`config.mk`:
```
export PLATFORM = sky130hd
export DESIGN_NAME = spi_baud_select
export DESIGN_NICKNAME = d
export VERILOG_FILES = /design/src/rtl/spi_baud_pkg.sv /design/src/rtl/spi_baud_divu.sv /design/src/rtl/spi_baud_search.sv /design/src/rtl/spi_sck_gen.sv /design/src/rtl/spi_baud_select.sv
export SDC_FILE = /design/constraint.sdc
export NUM_CORES = 1
export LEC_CHECK = 0
export ABC_AREA = 1
export ABC_CLOCK_PERIOD_IN_PS = 3200
export BUFFER_PORTS_ARGS = -buffer_cell sky130_fd_sc_hd__buf_2
export CAP_MARGIN = 10
export CORE_ASPECT_RATIO = 0.75
export CORE_MARGIN = 2
export CORE_UTILIZATION = 55
export CTS_CLUSTER_SIZE = 10
export DETAILED_ROUTE_END_ITERATION = 16
export GPL_ROUTABILITY_DRIVEN = 0
export PLACE_DENSITY = 0.85
export SLEW_MARGIN = 0
export SYNTH_ARGS = -nofsm -noshare
export SYNTH_HDL_FRONTEND = slang
export SYNTH_SLANG_ARGS = --single-unit
```
`constraint.sdc`:
```
create_clock -name clk -period 3.2 [get_ports clk]
set_input_delay 0.64 -clock clk [delete_from_list [all_inputs] [get_ports clk]]
set_output_delay 0.64 -clock clk [all_outputs]
set_load 0.005 [all_outputs]
```
`src/rtl/spi_baud_pkg.sv`:
```
package spi_baud_pkg;

  // Outcome of the prescaler search
  typedef enum logic [1:0] {
    V_FIT  = 2'd0,
    V_FAST = 2'd1,
    V_SLOW = 2'd2
  } baud_verdict_t;

  // Right shift that turns floor(main/rate) into BRG+1 for exponent d:
  // dividing by (4 << d) is a shift by d + 2.
  function automatic int prescale_shift(input int d);
    return d + 2;
  endfunction

  // Main-clock cycles between two serial clock toggles.
  function automatic int half_period(input int brg, input int div);
    return (brg + 1) << (div + 1);
  endfunction

endpackage

```
`src/rtl/spi_baud_divu.sv`:
```
module spi_baud_divu #(
  parameter int FW = 32
) (
  input  logic          clk,
  input  logic          rst_n,
  input  logic          go,
  input  logic [FW-1:0] num,
  input  logic [FW-1:0] den,
  output logic          busy,
  output logic          q_valid,
  output logic [FW-1:0] quot
);
  localparam int SW = $clog2(FW + 1);

  logic [FW-1:0] rem_q, quo_q, den_q, num_q;
  logic [SW-1:0] step_q;
  logic [FW:0]   shifted, diff;
  logic          ge;

  assign shifted = {rem_q, quo_q[FW-1]};
  assign ge      = shifted >= {1'b0, den_q};
  assign diff    = shifted - {1'b0, den_q};
  assign quot    = quo_q;

  always_ff @(posedge clk or negedge rst_n) begin
    if (!rst_n) begin
      rem_q   <= '0;
      quo_q   <= '0;
      den_q   <= '0;
      num_q   <= '0;
      step_q  <= '0;
      busy    <= 1'b0;
      q_valid <= 1'b0;
    end else begin
      q_valid <= 1'b0;
      if (go) begin
        rem_q  <= '0;
        quo_q  <= num;
        num_q  <= num;
        den_q  <= den;
        step_q <= SW'(FW);
        busy   <= (den != '0);
      end else if (busy) begin
        rem_q  <= ge ? diff[FW-1:0] : shifted[FW-1:0];
        quo_q  <= {quo_q[FW-2:0], ge};
        step_q <= step_q - SW'(1);
        if (step_q == SW'(1)) begin
          busy    <= 1'b0;
          q_valid <= 1'b1;
        end
      end
    end
  end

  // the finished quotient and remainder reconstruct the dividend exactly
  p_quotient_exact_r3: assert property (@(posedge clk) disable iff (!rst_n)
    q_valid |-> ((2*FW)'(quo_q) * (2*FW)'(den_q) + (2*FW)'(rem_q) == (2*FW)'(num_q))
                && (rem_q < den_q));

endmodule

```
`src/rtl/spi_baud_search.sv`:
```
module spi_baud_search
  import spi_baud_pkg::*;
#(
  parameter int FW      = 32,
  parameter int DW      = 2,
  parameter int BW      = 6,
  parameter int BRG_MIN = 4
) (
  input  logic [FW-1:0]  base,
  output logic [DW-1:0]  div_o,
  output logic [BW-1:0]  brg_o,
  output baud_verdict_t  verdict_o
);
  localparam int NDIV    = 1 << DW;
  localparam int BRG_MAX = (1 << BW) - 1;
  localparam logic [FW-1:0] LIM_LO = FW'(BRG_MIN + 1);
  localparam logic [FW-1:0] LIM_HI = FW'(BRG_MAX + 1);

  logic [FW-1:0] q [NDIV];
  logic          hit;

  // One scaled quotient per prescaler exponent
  generate
    for (genvar g = 0; g < NDIV; g++) begin : g_pre
      assign q[g] = base >> prescale_shift(g);
    end
  endgenerate

  // Ascending search: first exponent that is too fast or fits decides
  always_comb begin
    hit       = 1'b0;
    verdict_o = V_SLOW;
    div_o     = DW'(NDIV - 1);
    brg_o     = BW'(BRG_MAX);
    for (int d = 0; d < NDIV; d++) begin
      if (!hit) begin
        if (q[d] < LIM_LO) begin
          hit       = 1'b1;
          verdict_o = V_FAST;
          div_o     = DW'(d);
          brg_o     = BW'(BRG_MIN);
        end else if (q[d] <= LIM_HI) begin
          hit       = 1'b1;
          verdict_o = V_FIT;
          div_o     = DW'(d);
          brg_o     = BW'(q[d] - FW'(1));
        end
      end
    end
  end

endmodule

```
`src/rtl/spi_sck_gen.sv`:
```
module spi_sck_gen
  import spi_baud_pkg::*;
#(
  parameter int DW = 2,
  parameter int BW = 6
) (
  input  logic          clk,
  input  logic          rst_n,
  input  logic [DW-1:0] div_i,
  input  logic [BW-1:0] brg_i,
  input  logic          en_i,
  input  logic          idle_i,
  output logic          sck_o,
  output logic          tick_o
);
  localparam int NDIV = 1 << DW;
  localparam int CW   = BW + NDIV + 1;

  logic [CW-1:0] cnt_q, period;

  assign period = CW'(half_period(int'(brg_i), int'(div_i)));

  always_ff @(posedge clk or negedge rst_n) begin
    if (!rst_n) begin
      cnt_q  <= '0;
      sck_o  <= 1'b0;
      tick_o <= 1'b0;
    end else if (!en_i) begin
      cnt_q  <= '0;
      sck_o  <= idle_i;
      tick_o <= 1'b0;
    end else if (cnt_q >= period - CW'(1)) begin
      cnt_q  <= '0;
      sck_o  <= ~sck_o;
      tick_o <= 1'b1;
    end else begin
      cnt_q  <= cnt_q + CW'(1);
      tick_o <= 1'b0;
    end
  end

  // disabled generator rests at the idle level with no tick
  p_idle_hold_r9: assert property (@(posedge clk) disable iff (!rst_n)
    !en_i |=> (sck_o == $past(idle_i)) && !tick_o);

  // the clock changes exactly when a tick is raised
  p_toggle_tick_r8: assert property (@(posedge clk) disable iff (!rst_n)
    en_i |=> ((sck_o != $past(sck_o)) == tick_o));

  // a tick lasts a single cycle
  p_tick_single_r8: assert property (@(posedge clk) disable iff (!rst_n)
    tick_o |=> !tick_o);

endmodule

```
`src/rtl/spi_baud_select.sv`:
```
module spi_baud_select
  import spi_baud_pkg::*;
#(
  parameter int FW      = 32,
  parameter int DW      = 2,
  parameter int BW      = 6,
  parameter int BRG_MIN = 4
) (
  input  logic          clk,
  input  logic          rst_n,
  input  logic          start,
  input  logic [FW-1:0] main_hz,
  input  logic [FW-1:0] rate_hz,
  input  logic          sck_en,
  input  logic          sck_idle,
  output logic [DW-1:0] div_sel,
  output logic [BW-1:0] brg_val,
  output logic          done,
  output logic          sck,
  output logic          sck_tick
);
  localparam int NDIV    = 1 << DW;
  localparam int BRG_MAX = (1 << BW) - 1;

  logic          rate_zero;
  logic          div_busy, q_valid;
  logic [FW-1:0] base;
  logic [DW-1:0] s_div;
  logic [BW-1:0] s_brg;
  baud_verdict_t verdict;

  assign rate_zero = (rate_hz == '0);

  spi_baud_divu #(.FW(FW)) u_divu (
    .clk     (clk),
    .rst_n   (rst_n),
    .go      (start),
    .num     (main_hz),
    .den     (rate_hz),
    .busy    (div_busy),
    .q_valid (q_valid),
    .quot    (base)
  );

  spi_baud_search #(.FW(FW), .DW(DW), .BW(BW), .BRG_MIN(BRG_MIN)) u_search (
    .base      (base),
    .div_o     (s_div),
    .brg_o     (s_brg),
    .verdict_o (verdict)
  );

  always_ff @(posedge clk or negedge rst_n) begin
    if (!rst_n) begin
      div_sel <= '0;
      brg_val <= BW'(BRG_MIN);
      done    <= 1'b0;
    end else if (start) begin
      done <= rate_zero;
      if (rate_zero) begin
        div_sel <= DW'(NDIV - 1);
        brg_val <= BW'(BRG_MAX);
      end
    end else if (q_valid) begin
      div_sel <= s_div;
      brg_val <= s_brg;
      done    <= 1'b1;
    end
  end

  spi_sck_gen #(.DW(DW), .BW(BW)) u_sck (
    .clk    (clk),
    .rst_n  (rst_n),
    .div_i  (div_sel),
    .brg_i  (brg_val),
    .en_i   (sck_en),
    .idle_i (sck_idle),
    .sck_o  (sck),
    .tick_o (sck_tick)
  );

  // a published setting never uses a baud count below the floor
  p_legal_brg_r2: assert property (@(posedge clk) disable iff (!rst_n)
    done |-> (int'(brg_val) >= BRG_MIN));

  // zero rate is answered at once with the slowest setting
  p_zero_rate_r6: assert property (@(posedge clk) disable iff (!rst_n)
    (start && rate_zero) |=> done && (div_sel == DW'(NDIV - 1)) && (brg_val == BW'(BRG_MAX)));

  // a new nonzero request withdraws the old result
  p_start_clears_r7: assert property (@(posedge clk) disable iff (!rst_n)
    (start && !rate_zero) |=> !done && div_busy);

  // too-fast verdict lands on the fastest legal setting
  p_fast_clamp_r4: assert property (@(posedge clk) disable iff (!rst_n)
    (q_valid && !start && verdict == V_FAST) |=> (div_sel == '0) && (brg_val == BW'(BRG_MIN)));

  // too-slow verdict lands on the slowest legal setting
  p_slow_clamp_r5: assert property (@(posedge clk) disable iff (!rst_n)
    (q_valid && !start && verdict == V_SLOW) |=> (div_sel == DW'(NDIV - 1)) && (brg_val == BW'(BRG_MAX)));

endmodule

```
==> summary.md <==
| Metric | Value |
|---|---|
| Status | `finished, final reports clean` |
| Crit path max fanout | `8` |
| Post-synth EDFFs | `0` |
| GRT Residual Overflow | `0` |
| TritonCTS Sinks | `126` |
| Top sig layer | `met4` |
| Area leader, netlist | `dfrtp_1` |
| Antenna Nets Post-Route | `0` |
| Io pins | `80` |
| Most numerous cell in the Yosys netlist | `nand2_1` |
| Hold Vio Cnt, Final | `0` |
| DP HPWL | `18800 um` |
| Final Critical Period | `3.101 ns` |
| Peak supply drop | `419.4 uV` |
| Clk network pwr share | `37.7%` |
| Ys flop type | `dfrtp_1` |
| DRC errors left | `0` |
| FF+latch count, synth | `126` |
| Switch share | `34.46%` |
| Via density | `5.698` |
| RSZ-0062 raised after global routing | `true` |
| Die area | `18470 um^2` |
| Worst slew pin tran | `0.9973 ns` |
| Avg WL per Cell | `15.11 um` |
| Num CTS Buffers | `17` |
| DRT iter0 DRCs | `1118` |
| Layout cell share with drive strength beyond 1 | `14.82%` |
| Clk root buf | `clkbuf_16` |
| # nets final | `1630` |
| Min Hold Slack | `0.2534 ns` |
| Area Growth Syn to Fin | `16.76%` |
| Detailed Routing Iterations Pass 1 | `6` |
| H-tree depth | `4` |
| GR Util All Layers | `27.90%` |
| Inserted Diodes | `0` |
| Synth async-reset ratio | `100.0%` |
| LEAKAGE | `6.068 nW` |
| First-pass GRT wire length | `42020 um` |
| CTS clk-pin slew, worst paths | `0.06 ns` |
| Post-Syn Instances | `1418` |
| Vias in the first global route | `8658` |
| Routed wl met2 | `11100 um` |
| WL met1 | `12360 um` |
| Worst-Skew Late Latency | `0.43 ns` |
| # rows | `41` |
| Antenna violations before repair | `0` |
| Netlist Area Pre-Place | `9565 um^2` |
| Reg power frac | `32.3%` |
| Pin count of the biggest net entering global routing | `59` |
| IO Port Bufs | `79` |
| Power Internal | `3.881 mW` |
| Kind of critical path | `reg2reg` |
| Sequential-to-total area share from yosys stat | `32.98%` |
| Starting Density | `56.50%` |
| TritonCTS clock tree | `built` |
| Syn_nets | `1543` |
| Pwr/cell area | `530.2 nW/um^2` |
| Synth cell count leaders | `nand2_1 (474), inv_1 (181), dfrtp_1 (125)` |
| Startpoint types | `flip-flop` |
| TNS Setup | `0 ns` |
| Max-Slew Margin vs Limit | `33.44%` |
| Worst Hold Class | `in2async` |
| Final setup viols | `0` |
| Worst Skew | `0.009664 ns` |
| CP arrival | `3.44 ns` |
| Crit. End Element | `flip-flop` |
| Final Core Density | `65.97%` |
| Reg2Reg Depth | `21` |
| Switch Pwr | `2.041 mW` |
| Combinational group share of total power | `30.0%` |
| Met3 wire len | `2397 um` |
| Final setup margin | `0.09864 ns` |
| Width of the die | `156.3 um` |
| Avg Inst Size Synth | `6.746 um^2` |
| Yosys warning count | `0` |
| Post-synth cell types | `46` |
| Slew Viols, Final | `0` |
| Top cell type's share of synthesized area | `32.70%` |
| Max Cap Viol | `0` |
| Die height | `118.2 um` |
| Tcrit/Tclk final | `96.92%` |
| Max clock buf depth | `2` |
| Routed vias | `9874` |
| CP required | `3.54 ns` |
| Core Footprint | `16930 um^2` |
| Final wirelength | `26180 um` |
| Synth top area cells | `dfrtp_1 (33%), nand2_1 (19%), ha_1 (7.2%)` |
| Setup Slack @ Placement | `-0.08261 ns` |
| FMAX | `322.4 MHz` |
metrics by stage:
step	total power, mW	std cells	cell area, um^2
finish	5.922	1733	11170
global route	6.252	1733	11170
CTS	5.892	1722	10860
detailed placement	3.639	1690	10180
global placement	3.590	1690	10180
floorplan	3.211	1418	9565
cells by family after synthesis:
group	synth area share, %
simple gates	35.92
buf+inv	9.549
compound gates	10.86
flops	32.98
fa+ha+maj	7.404
xor+xnor	3.296
power groups by stage:
stage / registers [mW] / clock network, mW / logic (mW)
6_report: 1.91 / 2.23 / 1.78
5_1_grt: 1.93 / 2.33 / 1.99
4_1_cts: 1.91 / 2.25 / 1.74
3_5_place_dp: 1.93 / 0 / 1.71
3_3_place_gp: 1.92 / 0 / 1.67
2_1_floorplan: 1.90 / 0 / 1.31
final timing paths:
kind	start	end	slack (ns)
max	div_sel[1]	u_sck.sck_o	0.1
max reg2reg	div_sel[1]	u_sck.sck_o	0.1
min in group clk	rate_hz[3]	u_divu.den_q[3]	0.44
max in group asynchronous	rst_n	brg_val[2]	2.18
min	rst_n	u_divu.den_q[13]	0.25
min reg2reg	u_divu.den_q[0]	u_divu.den_q[0]	0.49
layer usage:
metal	global-route usage (%)	up-vias
met5	0	-
met4	6.995	0
met3	5.244	47
met2	39.73	473
met1	43.30	4594
li1	-	4760
layout make-up:
| class | instances | area (um^2) |
|---|---|---|
| inverters | 187 | 713.2 |
| multi-input cells | 1064 | 5705 |
| clock buffers | 20 | 446.7 |
| flip-flops and latches | 126 | 3154 |
| fillers | 1388 | 5761 |
| clock inverters | 12 | 229.0 |
| well taps | 215 | 269.0 |
| repair buffers | 109 | 650.6 |
placed cells by master, fill, tap and decap left out, types with 8 or more instances in the layout:
cell,count
inv_2,9
a21oi_1,63
o21ai_0,64
nand3b_1,25
nand2_1,463
buf_2,78
ha_1,48
inv_1,175
xor2_1,14
clkbuf_16,17
nand4_1,21
nor4_1,8
dfrtp_1,125
nand3_2,14
o221ai_1,27
xnor2_1,22
nor2_2,11
nor2_1,105
nand2_2,21
nand3_1,99
buf_4,27
nor3_1,9
sequential cells by signal, summed over array words and instances, names as in the netlist, 2 cells and up:
name           flops
u_divu.step_q      6
u_divu.quot       32
brg_val            6
u_sck.cnt_q       11
u_divu.rem_q      32
u_divu.den_q      32
div_sel            2
timing repair:
item,in CTS,in global routing
pin swaps,0,18
resized for setup,4,52
setup endpoints to repair,8,13
buffers inserted,0,11
endpoints found under the hold margin,0,0
hold buffers,0,0
critical path, stage by stage (launching register included):
cell      delay [ns]
dfrtp_1         0.43
ha_4            0.32
inv_6           0.05
nand4_1         0.13
nand2_1         0.09
inv_1           0.09
nand2_2         0.07
inv_1           0.06
nand2_1         0.04
inv_1           0.06
nand2_2         0.07
nor2_4          0.14
nand2_1         0.06
nand2_1         0.08
inv_2           0.04
ha_4            0.26
nand4_1         0.09
or3_1           0.39
nand4_1         0.20
buf_4           0.15
nand2_2         0.04
o211ai_1        0.14
No activity file was read; power rests on OpenSTA's default activity.
